`config.mk`:
```
export PLATFORM = sky130hd
export DESIGN_NAME = spi_flash_uacc
export DESIGN_NICKNAME = d
export VERILOG_FILES = /design/src/rtl/spi_uacc_pkg.sv /design/src/rtl/uacc_regs.sv /design/src/rtl/uacc_decode.sv /design/src/rtl/uacc_spi_byte.sv /design/src/rtl/spi_flash_uacc.sv
export SDC_FILE = /design/constraint.sdc
export NUM_CORES = 1
export LEC_CHECK = 0
export BUFFER_PORTS_ARGS = -buffer_cell sky130_fd_sc_hd__buf_2
export CORE_MARGIN = 2
export CORE_UTILIZATION = 30
export DETAILED_ROUTE_END_ITERATION = 6
export PLACE_DENSITY = 0.58
export SYNTH_ARGS = -nofsm -noshare
export SYNTH_HDL_FRONTEND = slang
export SYNTH_SLANG_ARGS = --single-unit
```
`constraint.sdc`:
```
create_clock -name clk -period 7 [get_ports clk]
set_clock_uncertainty 0.1 [all_clocks]
set_input_delay 1.75 -clock clk [delete_from_list [all_inputs] [get_ports clk]]
set_output_delay 1.75 -clock clk [all_outputs]
set_load 0.02 [all_outputs]
```
`src/rtl/spi_uacc_pkg.sv`:
```
package spi_uacc_pkg;
  localparam int MAX_CS = 5;
  localparam int CSW = 3;
  localparam logic [5:0] W_CONF   = 6'h00;
  localparam logic [5:0] W_AMODE  = 6'h01;
  localparam logic [5:0] W_CTRL0  = 6'h04;
  localparam logic [5:0] W_TIMING = 6'h25;
  localparam int WEN_LSB  = 16;
  localparam int STOP_BIT = 2;

  typedef enum logic [1:0] {M_NORMAL, M_FAST, M_WRITE, M_USER} acc_mode_e;
  typedef enum logic [1:0] {S_IDLE, S_LOAD, S_WAIT, S_RESP} seq_e;
endpackage

```
`src/rtl/uacc_regs.sv`:
```
module uacc_regs
  import spi_uacc_pkg::*;
#(
  parameter int NCS = 1
) (
  input  logic              clk,
  input  logic              rst_n,
  input  logic              valid,
  input  logic              write,
  input  logic [5:0]        widx,
  input  logic [31:0]       wdata,
  output logic              rvalid,
  output logic [31:0]       rdata,
  output logic [31:0]       conf,
  output logic [NCS*32-1:0] ctrl_flat
);
  logic [31:0] conf_q, amode_q, timing_q;
  logic [31:0] ctrl_q [NCS];
  logic [31:0] rd_mux;

  always_ff @(posedge clk) begin
    if (!rst_n) begin
      conf_q   <= '0;
      amode_q  <= '0;
      timing_q <= '0;
      for (int i = 0; i < NCS; i++) ctrl_q[i] <= 32'(1) << STOP_BIT;
    end else if (valid && write) begin
      if (widx == W_CONF)   conf_q   <= wdata;
      if (widx == W_AMODE)  amode_q  <= wdata;
      if (widx == W_TIMING) timing_q <= wdata;
      for (int i = 0; i < NCS; i++)
        if (widx == W_CTRL0 + 6'(i)) ctrl_q[i] <= wdata;
    end
  end

  always_comb begin
    rd_mux = '0;
    if (widx == W_CONF)   rd_mux = conf_q;
    if (widx == W_AMODE)  rd_mux = amode_q;
    if (widx == W_TIMING) rd_mux = timing_q;
    for (int i = 0; i < NCS; i++)
      if (widx == W_CTRL0 + 6'(i)) rd_mux = ctrl_q[i];
  end

  always_ff @(posedge clk) begin
    if (!rst_n) begin
      rvalid <= 1'b0;
      rdata  <= '0;
    end else begin
      rvalid <= valid && !write;
      if (valid && !write) rdata <= rd_mux;
    end
  end

  assign conf = conf_q;

  for (genvar g = 0; g < NCS; g++) begin : g_flat
    assign ctrl_flat[g*32 +: 32] = ctrl_q[g];
  end
endmodule

```
`src/rtl/uacc_decode.sv`:
```
module uacc_decode
  import spi_uacc_pkg::*;
#(
  parameter int NCS = 1,
  parameter int AW  = 28,
  parameter logic [MAX_CS*32-1:0] SEG_BASE = '0,
  parameter logic [MAX_CS*32-1:0] SEG_SIZE = '0
) (
  input  logic [AW-1:0]  addr,
  output logic           hit,
  output logic [CSW-1:0] sel
);
  logic [NCS-1:0] hitv;
  logic [32:0]    a33;

  assign a33 = 33'(addr);

  for (genvar g = 0; g < NCS; g++) begin : g_rng
    localparam logic [32:0] LO = 33'(SEG_BASE[g*32 +: 32]);
    localparam logic [32:0] HI = LO + 33'(SEG_SIZE[g*32 +: 32]);
    assign hitv[g] = (a33 >= LO) && (a33 < HI);
  end

  // lowest chip select wins on overlapping ranges
  always_comb begin
    sel = '0;
    for (int i = NCS - 1; i >= 0; i--)
      if (hitv[i]) sel = CSW'(i);
  end

  assign hit = |hitv;
endmodule

```
`src/rtl/uacc_spi_byte.sv`:
```
module uacc_spi_byte #(
  parameter int HALF = 2
) (
  input  logic       clk,
  input  logic       rst_n,
  input  logic       start,
  input  logic [7:0] tx,
  input  logic       miso,
  output logic       sclk,
  output logic       mosi,
  output logic       done,
  output logic [7:0] rx
);
  localparam int CW = (HALF > 1) ? $clog2(HALF) : 1;

  logic          busy;
  logic [CW-1:0] cnt;
  logic [2:0]    bitn;
  logic [7:0]    sh;

  always_ff @(posedge clk) begin
    if (!rst_n) begin
      busy <= 1'b0;
      cnt  <= '0;
      bitn <= '0;
      sh   <= '0;
      rx   <= '0;
      sclk <= 1'b0;
      done <= 1'b0;
    end else begin
      done <= 1'b0;
      if (start && !busy) begin
        busy <= 1'b1;
        sh   <= tx;
        cnt  <= '0;
        bitn <= '0;
        sclk <= 1'b0;
      end else if (busy) begin
        if (cnt == CW'(HALF - 1)) begin
          cnt <= '0;
          if (!sclk) begin
            sclk <= 1'b1;
            rx   <= {rx[6:0], miso};
          end else begin
            sclk <= 1'b0;
            if (bitn == 3'd7) begin
              busy <= 1'b0;
              done <= 1'b1;
            end else begin
              bitn <= bitn + 3'd1;
              sh   <= {sh[6:0], 1'b0};
            end
          end
        end else begin
          cnt <= cnt + CW'(1);
        end
      end
    end
  end

  assign mosi = sh[7];
endmodule

```
`src/rtl/spi_flash_uacc.sv`:
```
module spi_flash_uacc
  import spi_uacc_pkg::*;
#(
  parameter int NUM_CS_REQ = 1,
  parameter int WIN_AW     = 28,
  parameter int SCK_HALF   = 2,
  parameter logic [MAX_CS*32-1:0] SEG_BASE = {32'h0A00_0000, 32'h0800_0000,
                                             32'h0600_0000, 32'h0400_0000,
                                             32'h0000_0000},
  parameter logic [MAX_CS*32-1:0] SEG_SIZE = {32'h0200_0000, 32'h0200_0000,
                                             32'h0200_0000, 32'h0200_0000,
                                             32'h0400_0000},
  localparam int NCS = (NUM_CS_REQ > MAX_CS) ? MAX_CS :
                       (NUM_CS_REQ < 1) ? 1 : NUM_CS_REQ
) (
  input  logic              clk,
  input  logic              rst_n,
  input  logic              reg_valid,
  input  logic              reg_write,
  input  logic [5:0]        reg_widx,
  input  logic [31:0]       reg_wdata,
  output logic              reg_rvalid,
  output logic [31:0]       reg_rdata,
  input  logic              win_valid,
  input  logic              win_write,
  input  logic [WIN_AW-1:0] win_addr,
  input  logic [1:0]        win_size,
  input  logic [31:0]       win_wdata,
  output logic              win_ready,
  output logic [31:0]       win_rdata,
  output logic              spi_sclk,
  output logic              spi_mosi,
  input  logic              spi_miso,
  output logic [NCS-1:0]    spi_cs_n
);
  logic [31:0]       conf;
  logic [NCS*32-1:0] ctrl_flat;
  logic              dec_hit;
  logic [CSW-1:0]    dec_sel;
  logic [31:0]       sel_ctrl;
  acc_mode_e         sel_mode;
  logic              sel_wen, go;

  seq_e        st;
  logic        wr_q;
  logic [31:0] wd_q, acc_q;
  logic [1:0]  last_q, idx_q;
  logic        eng_start, eng_done;
  logic [7:0]  eng_tx, eng_rx;

  uacc_regs #(.NCS(NCS)) u_regs (
    .clk(clk), .rst_n(rst_n), .valid(reg_valid), .write(reg_write),
    .widx(reg_widx), .wdata(reg_wdata), .rvalid(reg_rvalid),
    .rdata(reg_rdata), .conf(conf), .ctrl_flat(ctrl_flat)
  );

  uacc_decode #(.NCS(NCS), .AW(WIN_AW), .SEG_BASE(SEG_BASE),
                .SEG_SIZE(SEG_SIZE)) u_dec (
    .addr(win_addr), .hit(dec_hit), .sel(dec_sel)
  );

  uacc_spi_byte #(.HALF(SCK_HALF)) u_eng (
    .clk(clk), .rst_n(rst_n), .start(eng_start), .tx(eng_tx),
    .miso(spi_miso), .sclk(spi_sclk), .mosi(spi_mosi), .done(eng_done),
    .rx(eng_rx)
  );

  // chip-select pins are software-driven by the stop-active flags
  for (genvar g = 0; g < NCS; g++) begin : g_cs
    logic selected;
    assign selected    = !ctrl_flat[g*32 + STOP_BIT];
    assign spi_cs_n[g] = !selected;
  end

  assign sel_ctrl = ctrl_flat[32*int'(dec_sel) +: 32];
  assign sel_mode = acc_mode_e'(sel_ctrl[1:0]);
  assign sel_wen  = conf[WEN_LSB + int'(dec_sel)];
  assign go       = dec_hit && (sel_mode == M_USER) && (!win_write || sel_wen);

  always_ff @(posedge clk) begin
    if (!rst_n) begin
      st     <= S_IDLE;
      wr_q   <= 1'b0;
      wd_q   <= '0;
      acc_q  <= '0;
      last_q <= '0;
      idx_q  <= '0;
    end else begin
      case (st)
        S_IDLE: if (win_valid) begin
          wr_q   <= win_write;
          wd_q   <= win_wdata;
          acc_q  <= '0;
          idx_q  <= '0;
          last_q <= (win_size == 2'd0) ? 2'd0 : (win_size == 2'd1) ? 2'd1 : 2'd3;
          st     <= go ? S_LOAD : S_RESP;
        end
        S_LOAD: st <= S_WAIT;
        S_WAIT: if (eng_done) begin
          if (!wr_q) acc_q[8*int'(idx_q) +: 8] <= eng_rx;
          if (idx_q == last_q) st <= S_RESP;
          else begin
            idx_q <= idx_q + 2'd1;
            st    <= S_LOAD;
          end
        end
        default: st <= S_IDLE;
      endcase
    end
  end

  assign eng_start = (st == S_LOAD);
  assign eng_tx    = wr_q ? wd_q[8*int'(idx_q) +: 8] : 8'h00;
  assign win_ready = (st == S_RESP);
  assign win_rdata = acc_q;
endmodule

```
## Word level (Yosys, flattened, before mapping)

Memories as Yosys holds them, arrays and structs flattened.
Index checks and enable logic that the tools add are counted.

- Add/sub/neg operators: 4
- $lt $le $gt $ge: 2
- Equal/unequal tests: 15
- Shifts and indexed selects: 3
- Muxes and demuxes: 41
- Bitwise gates (word level): 6
- Reductions and logical operators: 31

Operators by type and width:

| operator | number |
|---|---|
| $mux W32 | 8 |
| $pmux W32 S2 | 1 |
| $mux W8 | 6 |
| $neg A5 Y33 | 1 |
| $shift A8 B33 Y32 const A | 1 |
| $shiftx A8 B33 Y32 | 1 |
| $bwmux W32 | 1 |
| $reduce_or A32 Y1 | 1 |
| $shiftx A32 B6 Y8 | 1 |
| $ge A28 B1 Y1 const B | 1 |
| $lt A28 B27 Y1 const B | 1 |
| $reduce_and A4 Y1 | 5 |
| $mux W2 | 9 |
| $mux W1 | 14 |
| $reduce_and A2 Y1 | 6 |
| $reduce_bool A2 Y1 | 4 |
| $eq A2 B2 Y1 const B | 3 |
| $eq A6 B1 Y1 const B | 1 |
| $eq A6 B3 Y1 const B | 1 |
| $eq A6 B6 Y1 const B | 1 |
| $logic_and A1 B1 Y1 | 6 |
| $logic_not A6 Y1 | 1 |
| $ne A2 B2 Y1 const B | 3 |
| $not A1 Y1 | 6 |
| other kinds (14) | 19 |

- Register bits: 223
- Memory bits (writable): 32
- Bits of input ports: 107
- Output and inout bits: 69
- Word-level logic and storage cells: 121
- Memories kept: 1

Memories:

| name | words | width | rd ports | clocked after memory_dff | write ports | RTL line | RTL |
|---|---|---|---|---|---|---|---|
| u_regs.ctrl_q | 1 | 32 | 1 | 0 | 1 | uacc_regs.sv:18 | `logic [31:0] ctrl_q [NCS];` |

## Depth between registers and ports, before layout

Gate-level depths: netlist of the first run.

- Depth after elaboration: 7
- Depth in mapped cells: 9
- Depth with buffers taken out: 6

## By module

Synthesis of the first run repeated with hierarchy kept, for this count alone.

- Cell total of the unflattened synthesis: 1162
- Area, all modules: 11234.5 µm²

Modules (own cells, without submodules):

| module | times used | cells an instance | area each (µm²) | seq. area each (µm²) |
|---|---|---|---|---|
| uacc_regs | 1 | 724 | 7026.7 | 3543.4 |
| spi_flash_uacc | 1 | 337 | 3186.8 | 1421.4 |
| uacc_spi_byte | 1 | 96 | 991.0 | 460.4 |
| uacc_decode | 1 | 5 | 30.0 | 0.0 |

## Worst setup path after synthesis of the first run

Ideal clock, no wire load.

- Path kind: input -> register
- Start point: input port reg_widx[5]
- End point: memory u_regs.ctrl_q[0][0], enable pin
- Setup time: 0.466 ns
- Data arrival time: 4.811 ns
- Required time: 6.434 ns
- Setup slack: 1.623 ns
- Stages on the path: 5
- Path buffers: 2
- Cell sequence: nor2_1 -> clkbuf_1 -> nand3_1 -> clkbuf_1 -> o21ai_0

- Word-level cells in the longest chain between the ends: 7

RTL lines:

| what | RTL line | RTL |
|---|---|---|
| start, declared | spi_flash_uacc.sv:20 | `input logic [5:0] reg_widx,` |
| $eq A6 B3 Y1 (*) | uacc_regs.sv:32 | `if (widx == W_CTRL0 + 6'(i)) ctrl_q[i] <= wdata;` |
| $mux W1 (*) | uacc_regs.sv:32 |  |
| $mux W1 (*) | uacc_regs.sv:27 | `end else if (valid && write) begin` |
| $mux W1 (*) | uacc_regs.sv:22 | `if (!rst_n) begin` |
| $mux W1 (not written as such) (*) | uacc_regs.sv:32 |  |
| $reduce_or A32 Y1 (no source line) | n/a |  |
| $mux W1 (no source line) (*) | n/a |  |
| end, declared | uacc_regs.sv:18 |  |

Every way passes the cells marked *; elsewhere a longest branch is shown, timed or not.

## Worst setup path in the final report of the first run

- Start point: input port reg_widx[0]
- End point: memory u_regs.ctrl_q[0][21], enable pin

The elaborated chain is that of the path after synthesis.

==> results of run 1 <==
==> sequential cells by signal (all words and copies together), names as in the netlist, 2 cells and up <==
| name | cells |
|---|---|
| u_regs.amode_q | 32 |
| u_regs.conf | 32 |
| u_regs.ctrl_q | 32 |
| u_regs.rdata | 32 |
| u_regs.timing_q | 32 |
| wd_q | 32 |
| win_rdata | 32 |
| u_eng.rx | 8 |
| u_eng.sh | 8 |
| u_eng.bitn | 3 |
| idx_q | 2 |
| last_q | 2 |
| st | 2 |
==> layer usage <==
metal	vias to the layer above	global-route usage [%]	wire length (um)
li1	4422	-	-
met3	50	3.58	2110
met4	4	3.96	544
met5	-	0	19
met1	4267	22.2	14100
met2	267	27.3	14300
==> cells by family (layout without fill, tap and decap cells) <==
logic type,Yosys count,count (layout),synth area share (%)
DFF,255,255,51.4
adders and majority gates,7,7,0.829
xor gates and xnor gates,4,4,0.332
AOI/OAI and AO/OA,302,302,17.8
muxes,11,11,1.99
other,0,1,0
buffers and inverters,130,258,5.22
and+or+nand+nor,510,510,22.4
==> worst paths after layout <==
path / start / end / slack (ns) / cells past startpoint
setup / recovery: reg_widx[0] / u_regs.ctrl_q[0][21] / 2.71 / 7
setup reg to reg: idx_q[0] / win_rdata[1] / 4.25 / 4
hold reg to reg: u_regs.conf[23] / u_regs.conf[23] / 0.35 / 2
hold / removal: u_regs.conf[23] / u_regs.conf[23] / 0.35 / 2
==> power breakdown <==
group          leakage (nW)  internal (mW)  total, mW  switching (mW)
clock network         0.488          0.891       1.52           0.628
registers              2.11           1.51       1.53          0.0184
logic                  1.96         0.0527      0.173           0.121
total                  4.55           2.45       3.22           0.767
==> worst min-delay path, cell delays in order, from the launching register on <==
cell	delay, ns
dfxtp_1	0.30
nand2_1	0.05
a21oi_1	0.05
==> area by class of cell <==
type,count,share of cell area [%]
Tap cell,455,4.50
Sequential cell,255,42.9
Clock buffer,42,7.09
Antenna cell,1,0.0198
Multi-Input combinational cell,834,36.8
Timing Repair Buffer,169,7.08
Inverter,35,1.06
Clock inverter,12,0.594
==> placed cells by master, fill, tap and decap left out, types with 3 or more instances in the layout <==
master	n
mux4_2	8
nor3_2	3
a21oi_1	117
a2111oi_0	28
and2_1	32
buf_2	149
clkbuf_1	3
mux2i_1	3
nand2_2	30
and3_1	30
a21o_1	5
buf_4	20
edfxtp_1	32
nand4b_1	6
clkinv_2	7
o31ai_1	32
nand3b_1	5
a211oi_1	10
nor2_1	18
nand3_1	34
nand2_1	298
dfxtp_1	223
or3_1	3
o21ai_0	67
nor3_1	31
inv_1	34
a22oi_1	6
ha_1	7
clkbuf_16	31
nand2b_1	7
xor2_1	3
clkbuf_8	8
a21oi_2	30
==> insert_results.sql, run 1 <==
INSERT INTO impl_metrics (metric_group, metric, value, unit) VALUES
('outcome', 'run_status', 'finished, final reports clean', ''),
('placement', 'detailedPlacementHpwl', '19300', 'um'),
('timing', 'timing_worst_slew_pin_value', '1.10', 'ns'),
('clock_tree', 'clock-root-buffer', 'clkbuf_16', ''),
('placement', 'globalplace.congestion', '0.758', ''),
('critical_path', 'bufs_and_invs_on_worst_path', '4', ''),
('timing', 'setup-violations-final', '0', ''),
('yosys', 'synth_enable_flop_cells', '32', ''),
('yosys', 'synth.ff_latch_count', '255', ''),
('timing', 'final_critical_delay_including_setup_and_external_delays', '4.29', 'ns'),
('timing', 'setup_ws', '2.71', 'ns'),
('yosys', 'synth-warning-count', '0', ''),
('clock_tree', 'cts_max_path_buffers', '3', ''),
('floorplan', 'ioPinCount', '176', ''),
('timing', 'worst_hold_slack', '0.349', 'ns'),
('timing', 'rsz0062_at_grt', 'no', ''),
('clock_tree', 'num_clock_sinks', '255', ''),
('floorplan', 'floorplan.core_area', '0.0346', 'mm^2'),
('clock_tree', 'cts.clk_slew.worst_paths', '0.06', 'ns'),
('yosys', 'syn_avg_cell_area', '8.66', 'um^2'),
('cells_and_area', 'regArea', '0.00543', 'mm^2'),
('route', 'ant_nets', '0', ''),
('grt', 'grt_util_all_layers', '16.6', '%'),
('critical_path', 'critical_path_class', 'in2reg', ''),
('timing', 'final_min_period_over_clock_period', '61.3', '%'),
('grt', 'grt_first_pass_wirelength', '48000', 'um'),
('yosys', 'yosysMostFrequentCell', 'nand2_1', ''),
('route', 'drt_pass1_iterations', '5', ''),
('run', 'maxCapViolations', '0', ''),
('critical_path', 'worst-endpoint-required', '7.08', 'ns'),
('clock_tree', 'numCtsBuffers', '29', ''),
('route', 'avgRoutedWirePerCell', '17.3', 'um'),
('clock_tree', 'htreeDepth', '1', ''),
('timing', 'finalMaxSlewViolations', '0', ''),
('critical_path', 'cpPeakStageDelay', '0.60', 'ns'),
('cells_and_area', 'multi_input_combinational_cell_area', '0.00465', 'mm^2'),
('critical_path', 'startpoint_type', 'input port', ''),
('critical_path', 'critical-path-top-cell-by-count', 'buf_4', ''),
('critical_path', 'worst-endpoint-arrival', '4.37', 'ns'),
('yosys', 'yosysTopAreaCellShare', '42.3', '%'),
('clock_tree', 'cts_tree', 'yes', ''),
('route', 'vias_per_cell', '5.00', ''),
('floorplan', 'die_w', '192', 'um'),
('route', 'drc_violation_total_after_the_first_tritonroute_iteration', '618', ''),
('cells_and_area', 'synthToLayoutAreaGrowth', '19.7', '%'),
('grt', 'grt_max_degree', '85', ''),
('cells_and_area', 'final_cell_area', '0.0126', 'mm^2'),
('clock_tree', 'cts_post_setup_buffers_inserted', '0', ''),
('route', 'route.detailed.drc', '0', ''),
('timing', 'final.setup.tns', '0', 'ns'),
('critical_path', 'critPathTopFamily', 'buffers and inverters', ''),
('cells_and_area', 'finish.cell_count_without_fillers', '1803', ''),
('floorplan', 'fp.dieArea', '0.0367', 'mm^2'),
('yosys', 'synthesis.instances', '1219', ''),
('yosys', 'netlist_area', '0.0106', 'mm^2'),
('clock_tree', 'postCtsHoldBufs', '0', ''),
('power_and_ir_drop', 'power.density', '255', 'mW/mm^2'),
('timing', 'fmax', '233', 'MHz'),
('grt', 'grt_antenna_before_repair', '3', ''),
('floorplan', 'rows', '68', ''),
('placement', 'number_of_placed_cells_counting_well_taps', '1748', ''),
('placement', 'place_ws', '2.13', 'ns'),
('yosys', 'netlist.top_cell.by_area', 'dfxtp_1', ''),
('grt', 'first_global_vias', '8613', ''),
('route', 'wirelength', '31100', 'um'),
('floorplan', 'initial_core_util', '30.5', '%'),
('yosys', 'syn_nets', '1333', ''),
('placement', 'numPortBuffers', '149', ''),
('cells_and_area', 'n_fill_cell', '3580', ''),
('clock_tree', 'cts_resized', '0', ''),
('cells_and_area', 'utilization', '36.5', '%');
Note: power is estimated with default switching activity, not from simulation.
==> inputs of run 2 (changes only) <==
--- a/config.mk
+++ b/config.mk
@@ -5,6 +5,7 @@
 export SDC_FILE = /design/constraint.sdc
 export NUM_CORES = 1
 export LEC_CHECK = 0
+export ABC_AREA = 1
 export BUFFER_PORTS_ARGS = -buffer_cell sky130_fd_sc_hd__buf_2
 export CORE_MARGIN = 2
 export CORE_UTILIZATION = 30
==> constraint.sdc (replaced) <==
create_clock -name clk -period 4.5 [get_ports clk]
set_clock_uncertainty 0.1 [all_clocks]
set_input_delay 1.125 -clock clk [delete_from_list [all_inputs] [get_ports clk]]
set_output_delay 1.125 -clock clk [all_outputs]
set_load 0.02 [all_outputs]
==> insert_results.sql, run 2 <==
INSERT INTO impl_metrics (metric_group, metric, value, unit) VALUES
('placement', 'globalplace.congestion', '0.801', ''),
('timing', 'timing_worst_slew_pin_value', '0.934', 'ns'),
('cells_and_area', 'final_cell_area', '0.0128', 'mm^2'),
('clock_tree', 'clk-insertion-delay-late', '0.58', 'ns'),
('clock_tree', 'htreeDepth', '1', ''),
('cells_and_area', 'multi_input_combinational_cell_area', '0.00450', 'mm^2'),
('clock_tree', 'clock-root-buffer', 'clkbuf_16', ''),
('floorplan', 'ioPinCount', '176', ''),
('yosys', 'netlist.top_cell.by_area', 'dfxtp_1', ''),
('critical_path', 'reg2reg_setup_slack', '1.56', 'ns'),
('route', 'num_vias', '9626', ''),
('grt', 'met1_usage', '21.0', '%'),
('timing', 'fmax', '340', 'MHz'),
('grt', 'gr-usage-met3', '3.28', '%'),
('yosys', 'yosysMostFrequentCell', 'nor2_1', ''),
('clock_tree', 'postCtsHoldBufs', '0', ''),
('route', 'vias_per_cell', '4.64', ''),
('grt', 'grt_max_degree', '82', ''),
('clock_tree', 'numCtsBuffers', '29', ''),
('route', 'drc_violation_total_after_the_first_tritonroute_iteration', '609', ''),
('yosys', 'netlist_area', '0.0108', 'mm^2'),
('timing', 'hold_viol', '0', ''),
('timing', 'final.setup.tns', '0', 'ns'),
('yosys', 'synth.ff_latch_count', '255', ''),
('route', 'wirelength', '29300', 'um'),
('placement', 'detailed_place.area', '0.0119', 'mm^2'),
('power_and_ir_drop', 'leakage', '5.42', 'nW'),
('cells_and_area', 'final_layout_size_suffix_gt1_share', '14.3', '%'),
('critical_path', 'crit_path_cell_trace', 'clkinv_1 -> ha_1 -> inv_1 -> nor3_1 -> nand2_1 -> nand2_1 -> nand2_1 -> nor2_1', ''),
('timing', 'timing.slew.headroom', '37.5', '%'),
('floorplan', 'die_w', '193', 'um'),
('yosys', 'synth_enable_flop_cells', '32', ''),
('cells_and_area', 'n_fill_cell', '3811', ''),
('yosys', 'syn_nets', '1595', ''),
('yosys', 'synthesis.instances', '1481', ''),
('route', 'route.detailed.drc', '0', ''),
('cells_and_area', 'utilization', '36.1', '%'),
('floorplan', 'floorplan.core_area', '0.0355', 'mm^2'),
('critical_path', 'endpoint_of_the_worst_slack_reg_to_reg_timing_path', 'win_rdata[8]', ''),
('placement', 'place_ws', '0.990', 'ns'),
('hold_path', 'hold_path.startpoint', 'wd_q[31]', ''),
('hold_path', 'worst_hold_path_type', 'reg2reg', ''),
('cells_and_area', 'final_common_cell', 'nor2_1', ''),
('grt', 'grt_util_all_layers', '15.4', '%'),
('power_and_ir_drop', 'vdd_drop_max', '402', 'uV'),
('hold_path', 'hold-path-cell-count', '2', ''),
('yosys', 'netlist-cell-type-count', '32', ''),
('critical_path', 'timing.rr.start', 'idx_q[1]', ''),
('clock_tree', 'cts.clk_slew.worst_paths', '0.06', 'ns'),
('critical_path', 'worst-r2r-cell-count', '8', ''),
('critical_path', 'critPathMaxFanout', '13', ''),
('placement', 'detailedPlacementHpwl', '18200', 'um'),
('placement', 'number_of_placed_cells_counting_well_taps', '2021', ''),
('clock_tree', 'cts_max_path_buffers', '3', ''),
('hold_path', 'hold-path-endpoint', 'wd_q[31]', ''),
('grt', 'gr-usage-met2', '25.1', '%'),
('yosys', 'synthTopCellsByCount', 'nor2_1, nand2_1, dfxtp_1', ''),
('clock_tree', 'cts_resized', '0', ''),
('cells_and_area', 'final_cell_mix', 'nor2_1, nand2_1, dfxtp_1', ''),
('critical_path', 'critical_path.slowest_cell', 'dfxtp_1', ''),
('yosys', 'async_flop_share', '0', '%'),
('cells_and_area', 'regArea', '0.00543', 'mm^2'),
('critical_path', 'cpPeakStageDelay', '0.70', 'ns'),
('yosys', 'synth-warning-count', '0', ''),
('route', 'avgRoutedWirePerCell', '14.1', 'um'),
('critical_path', 'worst-endpoint-arrival', '3.33', 'ns'),
('timing', 'final_critical_delay_including_setup_and_external_delays', '2.94', 'ns'),
('clock_tree', 'cts_tree', 'yes', ''),
('placement', 'numPortBuffers', '149', ''),
('yosys', 'syn_avg_cell_area', '7.27', 'um^2'),
('clock_tree', 'num_clock_sinks', '255', ''),
('floorplan', 'initial_core_util', '30.4', '%'),
('critical_path', 'critical-path-top-cell-by-count', 'nand2_1', ''),
('critical_path', 'worst-endpoint-required', '4.89', 'ns'),
('timing', 'final_min_period_over_clock_period', '65.4', '%'),
('route', 'ant_nets', '0', ''),
('critical_path', 'critical_path.endpoint_type', 'register', ''),
('grt', 'grt_antenna_before_repair', '3', ''),
('timing', 'setup-violations-final', '0', ''),
('clock_tree', 'cts_post_setup_buffers_inserted', '0', ''),
('timing', 'finalMaxSlewViolations', '0', ''),
('critical_path', 'critical_path_class', 'reg2reg', ''),
('cells_and_area', 'finish.cell_count_without_fillers', '2075', ''),
('yosys', 'synthTopCellsByArea', 'dfxtp_1, nor2_1, edfxtp_1, a21oi_1, nand2_1', ''),
('floorplan', 'dieHeight', '193', 'um'),
('timing', 'setup_ws', '1.56', 'ns'),
('route', 'drt_pass1_iterations', '5', ''),
('timing', 'rsz0062_at_grt', 'no', ''),
('run', 'maxCapViolations', '0', ''),
('yosys', 'yosysTopAreaCellShare', '41.4', '%'),
('floorplan', 'fp.dieArea', '0.0374', 'mm^2'),
('power_and_ir_drop', 'power.density', '516', 'mW/mm^2'),
('floorplan', 'rows', '69', ''),
('cells_and_area', 'synthToLayoutAreaGrowth', '19.0', '%'),
('grt', 'globalRouteOverflowTotal', '0', ''),
('grt', 'grt_first_pass_wirelength', '47500', 'um'),
('yosys', 'ys_seq_area_share', '50.4', '%'),
('grt', 'first_global_vias', '9023', ''),
('outcome', 'run_status', 'finished, final reports clean', ''),
('yosys', 'postSynth.topFlopCell', 'dfxtp_1', ''),
('critical_path', 'startpoint_type', 'register', ''),
('grt', 'grt-busiest-layer', 'met2', ''),
('cells_and_area', 'total_nets_final', '1705', '');
[run 2: cell types whose count changed in the layout (fill, tap and decap cells not counted), sizes merged, moves of 30 or more]
| cell | previous run | this run |
|---|---|---|
| and3 | 30 | 0 |
| o21ai | 68 | 171 |
| inv | 38 | 136 |
| nor2 | 19 | 357 |
| a21oi | 148 | 182 |
| and2 | 32 | 0 |
| nand2 | 328 | 235 |
| o31ai | 32 | 0 |
[run 2: through the flow]
step	total power [mW]	hold slack [ns]
floorplan	3.96	0.324
CTS	6.72	0.353
global route	7.02	0.369
detailed placement	4.35	0.344
finish	6.62	0.349
global placement	4.32	0.340
[run 2: per-layer routing]
metal  share of wire, %  up-vias
li1                   -     4956
met1                 48     4394
met2                 45      231
met3                6.0       41
met4                1.6        4
met5              0.099        -
[run 2: report_power, final]
part | total, mW | switching [mW] | leakage (nW) | internal (mW)
clock | 2.34 | 0.970 | 0.452 | 1.37
combinational | 1.52 | 1.03 | 2.85 | 0.483
sequential | 2.76 | 0.166 | 2.12 | 2.60
total | 6.62 | 2.17 | 5.42 | 4.45
[run 2: final cells by class]
| class | count | share of cell area, % |
|---|---|---|
| timing repair buffer | 166 | 6.83 |
| tap | 461 | 4.50 |
| clock buffer | 43 | 6.38 |
| sequential | 255 | 42.3 |
| clock inverter | 10 | 0.878 |
| antenna | 1 | 0.0195 |
| multi-input combinational | 1003 | 35.1 |
| inverter | 136 | 3.98 |
[run 2: how the worst max path moves through the flow]
stage / from / end / slack, ns / cells past startpoint
3_3_place_gp: reg_widx[5] / u_regs.ctrl_q[0][23] / 1.02 / 7
2_1_floorplan: reg_widx[5] / u_regs.ctrl_q[0][0] / 0.67 / 6
5_1_grt: idx_q[1] / win_rdata[11] / 1.28 / 8
4_1_cts: idx_q[1] / win_rdata[11] / 1.57 / 8
6_report: idx_q[1] / win_rdata[8] / 1.56 / 8
3_5_place_dp: reg_widx[5] / u_regs.ctrl_q[0][29] / 0.99 / 7
[run 2: cell families after synthesis]
kind of cell               after synthesis  synth area share (%)
AOI/OAI and AO/OA                      361                  17.2
buffers and inverters                  223                  8.20
and+or+nand+nor                        634                  23.3
xor gates and xnor gates                 1                0.0813
adders and majority gates                7                 0.813
DFF                                    255                  50.4
[run 2: critical path: cells and delay by family, from the launching register on]
family,cells,cell delay (ns)
adder cells (fa/ha/maj),1,0.59
buffers and inverters,2,0.63
flip-flops,1,0.70
AND/OR/NAND/NOR,5,0.85
